--- src/rtl/sctl_pkg.sv ---
package sctl_pkg;
  localparam int unsigned SCTL_DW = 12;
  localparam int unsigned SCTL_AW = 3;

  typedef enum logic [1:0] {
    FR_IDLE = 2'd0,
    FR_BODY = 2'd1,
    FR_STOP = 2'd2
  } fr_state_e;
endpackage

--- src/rtl/sctl_framer.sv ---
module sctl_framer
  import sctl_pkg::*;
#(
  parameter int unsigned DW = SCTL_DW,
  parameter int unsigned AW = SCTL_AW
) (
  input  logic          clk,
  input  logic          rst_n,
  input  logic          word_stb,
  input  logic          cmd_in,
  input  logic          rd_sel,
  input  logic          suspend,
  output logic          start_ev,
  output logic          shift_ev,
  output logic          stop_ev,
  output logic          commit,
  output logic          cmd_rd,
  output logic [AW-1:0] cmd_addr,
  output logic [DW-1:0] cmd_data
);
  localparam int unsigned BODY = DW + AW;
  localparam int unsigned CW   = $clog2(BODY + 1);

  fr_state_e       state;
  logic [CW-1:0]   cnt;
  logic [BODY-1:0] sh;
  logic            rd_q;

  assign start_ev = !suspend && word_stb && (state == FR_IDLE) && !cmd_in;
  assign shift_ev = !suspend && word_stb && (state == FR_BODY);
  assign stop_ev  = !suspend && word_stb && (state == FR_STOP);
  assign commit   = stop_ev && cmd_in;

  always_ff @(posedge clk or negedge rst_n) begin
    if (!rst_n) begin
      state <= FR_IDLE;
      cnt   <= '0;
      sh    <= '0;
      rd_q  <= 1'b0;
    end else if (suspend) begin
      state <= FR_IDLE;
    end else if (start_ev) begin
      state <= FR_BODY;
      cnt   <= '0;
      rd_q  <= rd_sel;
    end else if (shift_ev) begin
      sh  <= {sh[BODY-2:0], cmd_in};
      cnt <= cnt + 1'b1;
      if (cnt == CW'(BODY - 1)) state <= FR_STOP;
    end else if (stop_ev) begin
      state <= FR_IDLE;
    end
  end

  assign cmd_rd   = rd_q;
  assign cmd_addr = sh[AW-1:0];
  assign cmd_data = sh[BODY-1:AW];
endmodule

--- src/rtl/sctl_regfile.sv ---
module sctl_regfile
  import sctl_pkg::*;
#(
  parameter int unsigned DW = SCTL_DW,
  parameter int unsigned AW = SCTL_AW
) (
  input  logic                    clk,
  input  logic                    rst_n,
  input  logic                    wr_en,
  input  logic [AW-1:0]           wr_addr,
  input  logic [DW-1:0]           wr_data,
  input  logic [DW-1:0]           evt_in,
  output logic [(1<<AW)*DW-1:0]   regs_flat
);
  localparam int unsigned NREG     = 1 << AW;
  localparam int unsigned STAT_IDX = NREG - 1;

  function automatic logic [DW-1:0] sticky_next(
    input logic [DW-1:0] cur, input logic clr_en,
    input logic [DW-1:0] keep_mask, input logic [DW-1:0] set_bits);
    logic [DW-1:0] kept;
    kept = clr_en ? (cur & keep_mask) : cur;
    return kept | set_bits;
  endfunction

  for (genvar gi = 0; gi < NREG; gi++) begin : g_reg
    logic [DW-1:0] r;
    logic          hit;
    assign hit = wr_en && (wr_addr == AW'(gi));
    if (gi == STAT_IDX) begin : g_status
      always_ff @(posedge clk or negedge rst_n) begin
        if (!rst_n) r <= '0;
        else        r <= sticky_next(r, hit, wr_data, evt_in);
      end
    end else begin : g_plain
      always_ff @(posedge clk or negedge rst_n) begin
        if (!rst_n)   r <= '0;
        else if (hit) r <= wr_data;
      end
    end
    assign regs_flat[gi*DW +: DW] = r;
  end
endmodule

--- src/rtl/sctl_readback.sv ---
module sctl_readback #(
  parameter int unsigned FW = 16
) (
  input  logic          clk,
  input  logic          rst_n,
  input  logic          suspend,
  input  logic          load,
  input  logic [FW-1:0] image,
  input  logic          shift,
  input  logic          stop,
  output logic          ser_out,
  output logic          active
);
  logic [FW-1:0] sh;

  always_ff @(posedge clk or negedge rst_n) begin
    if (!rst_n) begin
      sh     <= '1;
      active <= 1'b0;
    end else if (suspend) begin
      active <= 1'b0;
    end else if (load) begin
      sh     <= image;
      active <= 1'b1;
    end else if (active && shift) begin
      sh <= {sh[FW-2:0], 1'b1};
    end else if (stop) begin
      active <= 1'b0;
    end
  end

  assign ser_out = active ? sh[FW-1] : 1'b1;
endmodule

--- src/rtl/sctl_port.sv ---
module sctl_port
  import sctl_pkg::*;
#(
  parameter int unsigned DW = SCTL_DW,
  parameter int unsigned AW = SCTL_AW
) (
  input  logic                  clk,
  input  logic                  rst_n,
  input  logic                  word_stb,
  input  logic                  cmd_in,
  input  logic                  rd_sel,
  input  logic                  suspend,
  input  logic [DW-1:0]         evt_in,
  output logic                  ser_out,
  output logic [(1<<AW)*DW-1:0] reg_bank,
  output logic                  wr_pulse,
  output logic [AW-1:0]         wr_addr
);
  localparam int unsigned FW = 1 + DW + AW;

  function automatic logic [FW-1:0] frame_image(input logic [DW-1:0] d,
                                                input logic [AW-1:0] a);
    return {1'b0, d, a};
  endfunction

  logic          start_ev, shift_ev, stop_ev, commit_ev, cmd_rd, tx_active;
  logic [AW-1:0] cmd_addr, rd_ptr;
  logic [DW-1:0] cmd_data;
  logic          write_ev;

  sctl_framer #(.DW(DW), .AW(AW)) u_framer (
    .clk(clk), .rst_n(rst_n), .word_stb(word_stb), .cmd_in(cmd_in),
    .rd_sel(rd_sel), .suspend(suspend), .start_ev(start_ev),
    .shift_ev(shift_ev), .stop_ev(stop_ev), .commit(commit_ev),
    .cmd_rd(cmd_rd), .cmd_addr(cmd_addr), .cmd_data(cmd_data)
  );

  assign write_ev = commit_ev && !cmd_rd;

  sctl_regfile #(.DW(DW), .AW(AW)) u_regs (
    .clk(clk), .rst_n(rst_n), .wr_en(write_ev), .wr_addr(cmd_addr),
    .wr_data(cmd_data), .evt_in(evt_in), .regs_flat(reg_bank)
  );

  sctl_readback #(.FW(FW)) u_rdbk (
    .clk(clk), .rst_n(rst_n), .suspend(suspend),
    .load(start_ev && rd_sel),
    .image(frame_image(reg_bank[rd_ptr*DW +: DW], rd_ptr)),
    .shift(shift_ev), .stop(stop_ev), .ser_out(ser_out), .active(tx_active)
  );

  always_ff @(posedge clk or negedge rst_n) begin
    if (!rst_n) begin
      rd_ptr   <= '0;
      wr_pulse <= 1'b0;
      wr_addr  <= '0;
    end else begin
      wr_pulse <= write_ev;
      if (commit_ev) rd_ptr <= cmd_addr;
      if (write_ev)  wr_addr <= cmd_addr;
    end
  end
endmodule

--- config.mk ---
export PLATFORM = sky130hd
export DESIGN_NAME = sctl_port
export DESIGN_NICKNAME = d
export VERILOG_FILES = /design/src/rtl/sctl_pkg.sv /design/src/rtl/sctl_framer.sv /design/src/rtl/sctl_regfile.sv /design/src/rtl/sctl_readback.sv /design/src/rtl/sctl_port.sv
export SDC_FILE = /design/constraint.sdc
export NUM_CORES = 1
export LEC_CHECK = 0
export ABC_AREA = 0
export BUFFER_PORTS_ARGS = -buffer_cell sky130_fd_sc_hd__buf_4
export CORE_MARGIN = 1.5
export CORE_UTILIZATION = 31
export CTS_CLUSTER_DIAMETER = 40
export DETAILED_ROUTE_END_ITERATION = 10
export HOLD_SLACK_MARGIN = 0.03
export PLACE_DENSITY_LB_ADDON = 0.05
export SETUP_SLACK_MARGIN = 0.2
export SYNTH_ARGS = -nofsm -noshare
export SYNTH_HDL_FRONTEND = slang
export SYNTH_SLANG_ARGS = --single-unit
export TNS_END_PERCENT = 1
--- constraint.sdc ---
create_clock -name clk -period 2.2 [get_ports clk]
set_clock_uncertainty 0.15 [all_clocks]
set_input_delay 0.66 -clock clk [delete_from_list [all_inputs] [get_ports clk]]
set_output_delay 0.66 -clock clk [all_outputs]
set_load 0.01 [all_outputs]
==> impl_metrics.csv <==
group,metric,value,unit
critical_path,worstPathMaxFanout,12,
critical_path,endpoint_kind,"flop",
synthesis,synthDistinctLibCells,36,
die,die_area,21300,um^2
synthesis,synthesis.area,6340,um^2
clocking,path_clk_slew,0.06,ns
cells_and_area,n_antenna_cell,0,
timing,hold_viol_final,0,
synthesis,syn_area_per_cell,13.7,um^2
die,dieWidth,146,um
clocking,clock-root-buffer,"clkbuf_16",
synthesis,synth_top_area_frac,0.497,
routing,drcViolationCount,0,
synthesis,ys_dominant_reg_cell,"dfrtp_1",
clocking,worstSkewPairLatency,0.42,ns
timing,worst_slack,0.147,ns
die,placeableCoreArea,20200,um^2
hold_path,hold_path.class,"in -> reg",
die,dieHeight,146,um
clocking,cts_tree,"built",
synthesis,synth_top_cell_by_area,"dfrtp_1",
critical_path,worstReg2RegStart,"u_framer.state[1]",
synthesis,synth_nets,484,
timing,relSlewSlack,0.746,
hold_path,hp-start,"evt_in[1]",
global_route,grt_max_degree,42,
cells_and_area,nNetsFinal,616,
placed_design,dp_hpwl,11.7,mm
placed_design,place_ws,-0.278,ns
critical_path,arrival,2.21,ns
global_route,grt_pass1_vias,4573,
routing,drtIter0Drc,198,
die,start_util,0.315,
timing,setup_violations,0,
die,rows,52,
critical_path,cp-start-kind,"flop",
global_route,grt_pass1_wl,27.5,mm
critical_path,cp-startpoint,"u_framer.state[1]",
global_route,grt_usage,0.171,
routing,dr.pass1.iters,4,
synthesis,synth.area.top_cells,"dfrtp_1, mux2_2, mux4_2, dfstp_2, nand2_1",
critical_path,path_class,"reg -> reg",
timing,worst_pin_slew,0.381,ns
power_and_ir_drop,irDropWorstVdd,0.557,mV
outcome,outcome,"finished, final reports clean",
global_route,grt_overflow,0,
clocking,post-cts-setup-buffer-count,0,
power_and_ir_drop,static-leakage-power,4.02,nW
timing,rsz0062_at_grt,"yes",
die,ios,119,
cells_and_area,final_cells,878,
timing,min_period,2.05,ns
synthesis,yosys-top-cells-count,"dfrtp_1, mux2_2, nand2_1",
placed_design,place_congestion,0.752,
clocking,cts_inserted_buffers,17,
power_and_ir_drop,p_per_area,724,nW/um^2
synthesis,synth_most_common_cell,"dfrtp_1",
clocking,numClockSinks,142,
cells_and_area,fillers,1918,
clocking,clk_path_buf_depth,2,
synthesis,synth_seq_area_share,0.563,
timing,period_share,0.933,
routing,wl_per_cell,19.5,um
routing,vias,4188,
routing,viasPerCell,4.77,
synthesis,synth_edf_count,0,
timing,fin_tns_setup,0,ns
timing,finalMaxSlewViolations,0,
routing,drt_wl_total,17.2,mm
cells_and_area,drive_gt1_frac,0.520,
timing,fmax,0.487,GHz
run,drv_cap,0,
synthesis,synth_seq_cells,142,
clocking,htreeDepth,4,
global_route,antenna_found_initial,0,
placed_design,place_inst,846,
synthesis,yosys_warnings,0,
routing,postRouteAntennaNets,0,
synthesis,netlist_instances,464,
placed_design,io_buffers,118,
cells_and_area,area_growth,32.0,%
synthesis,synthArstFlopShare,1.00,
critical_path,required,2.35,ns
[cells in the final DEF (no fill, tap or decap), types with 10 or more instances in the layout]
master	netlist	routed
dfrtp_1	126	124
nand2_1	61	61
mux4_2	24	24
buf_4	0	138
mux2i_1	14	14
mux2_4	10	10
nand2b_1	16	16
a22oi_1	13	13
o21ai_0	28	28
dfstp_2	16	16
clkbuf_16	0	17
mux2_2	79	79
[per-layer routing]
layer / wire length [um] / track usage
met1: 7760 / 0.226
met4: 178 / 0.0460
met5: 0 / 0
met3: 800 / 0.0469
met2: 8420 / 0.279
[final cells by class]
class | count | area, um^2 | share of cell area
clock inverters | 10 | 161 | 0.0193
multi-input cells | 282 | 2580 | 0.309
repair buffers | 150 | 1240 | 0.148
flip-flops and latches | 142 | 3580 | 0.427
clock buffers | 21 | 460 | 0.0550
well taps | 270 | 338 | 0.0404
inverters | 3 | 11.3 | 0.00135
[state kept, by name, indices dropped and copies added, names as in the netlist]
signal and count:
u_framer.cmd_rd 1, wr_addr 3, u_framer.cnt 4, u_framer.sh 15
u_regs.g.r 96, rd_ptr 3, u_rdbk.active 1, u_rdbk.sh 16
u_framer.state 2, wr_pulse 1
[repair_timing]
| action | 4_1_cts | 5_1_grt |
|---|---|---|
| hold endpoints to repair | 18 | 0 |
| setup endpoints to repair | 26 | 71 |
| resized for setup | 0 | 4 |
| hold buffers | 1 | 0 |
[cell families (layout without fill, tap and decap cells)]
group / Yosys count / count (layout) / share of synthesized area
and+or+nand+nor: 105 / 105 / 0.0860
muxes: 127 / 127 / 0.271
DFF: 142 / 142 / 0.563
adders and majority gates: 2 / 2 / 0.00394
buffers and inverters: 40 / 184 / 0.0310
AOI/OAI and AO/OA: 47 / 47 / 0.0432
xor gates and xnor gates: 1 / 1 / 0.00138
[where the power goes]
group	internal, mW	switching, mW	leakage (nW)	total, mW
registers	2.69	0.0927	1.85	2.78
logic	0.101	0.126	1.87	0.227
clock network	1.95	1.10	0.296	3.05
[worst paths after layout]
| kind | end | cells after the start | slack [ns] |
|---|---|---|---|
| max in group asynchronous | u_regs.g_reg[6].r[3] | 3 | 0.74 |
| min in group asynchronous | wr_addr[1] | 2 | 0.55 |
| worst max-delay path | u_regs.g_reg[0].r[7] | 4 | 0.15 |
| worst min-delay path | u_regs.g_reg[7].r[1] | 2 | 0.27 |
| worst min register to register | u_rdbk.sh[0] | 2 | 0.32 |
| worst max register to register | u_regs.g_reg[0].r[7] | 4 | 0.15 |
[critical path, stage by stage, from the launching register on]
cell and delay (ns):
dfrtp_1 0.43, and4bb_4 0.31, nand3b_4 0.11, or4_4 0.58, mux2_4 0.35
[per-stage QoR]
step           utilization  cell area (um^2)  power [mW]  hold slack (ns)
4_1_cts              0.414              8360        6.16            0.256
6_report             0.415              8370        6.06            0.272
3_3_place_gp         0.383              7720        3.05            0.298
5_1_grt              0.415              8370        6.34            0.253
3_5_place_dp         0.383              7720        3.06            0.306
2_1_floorplan            -              6350        2.90            0.214
No activity file was read; power rests on OpenSTA's default activity.
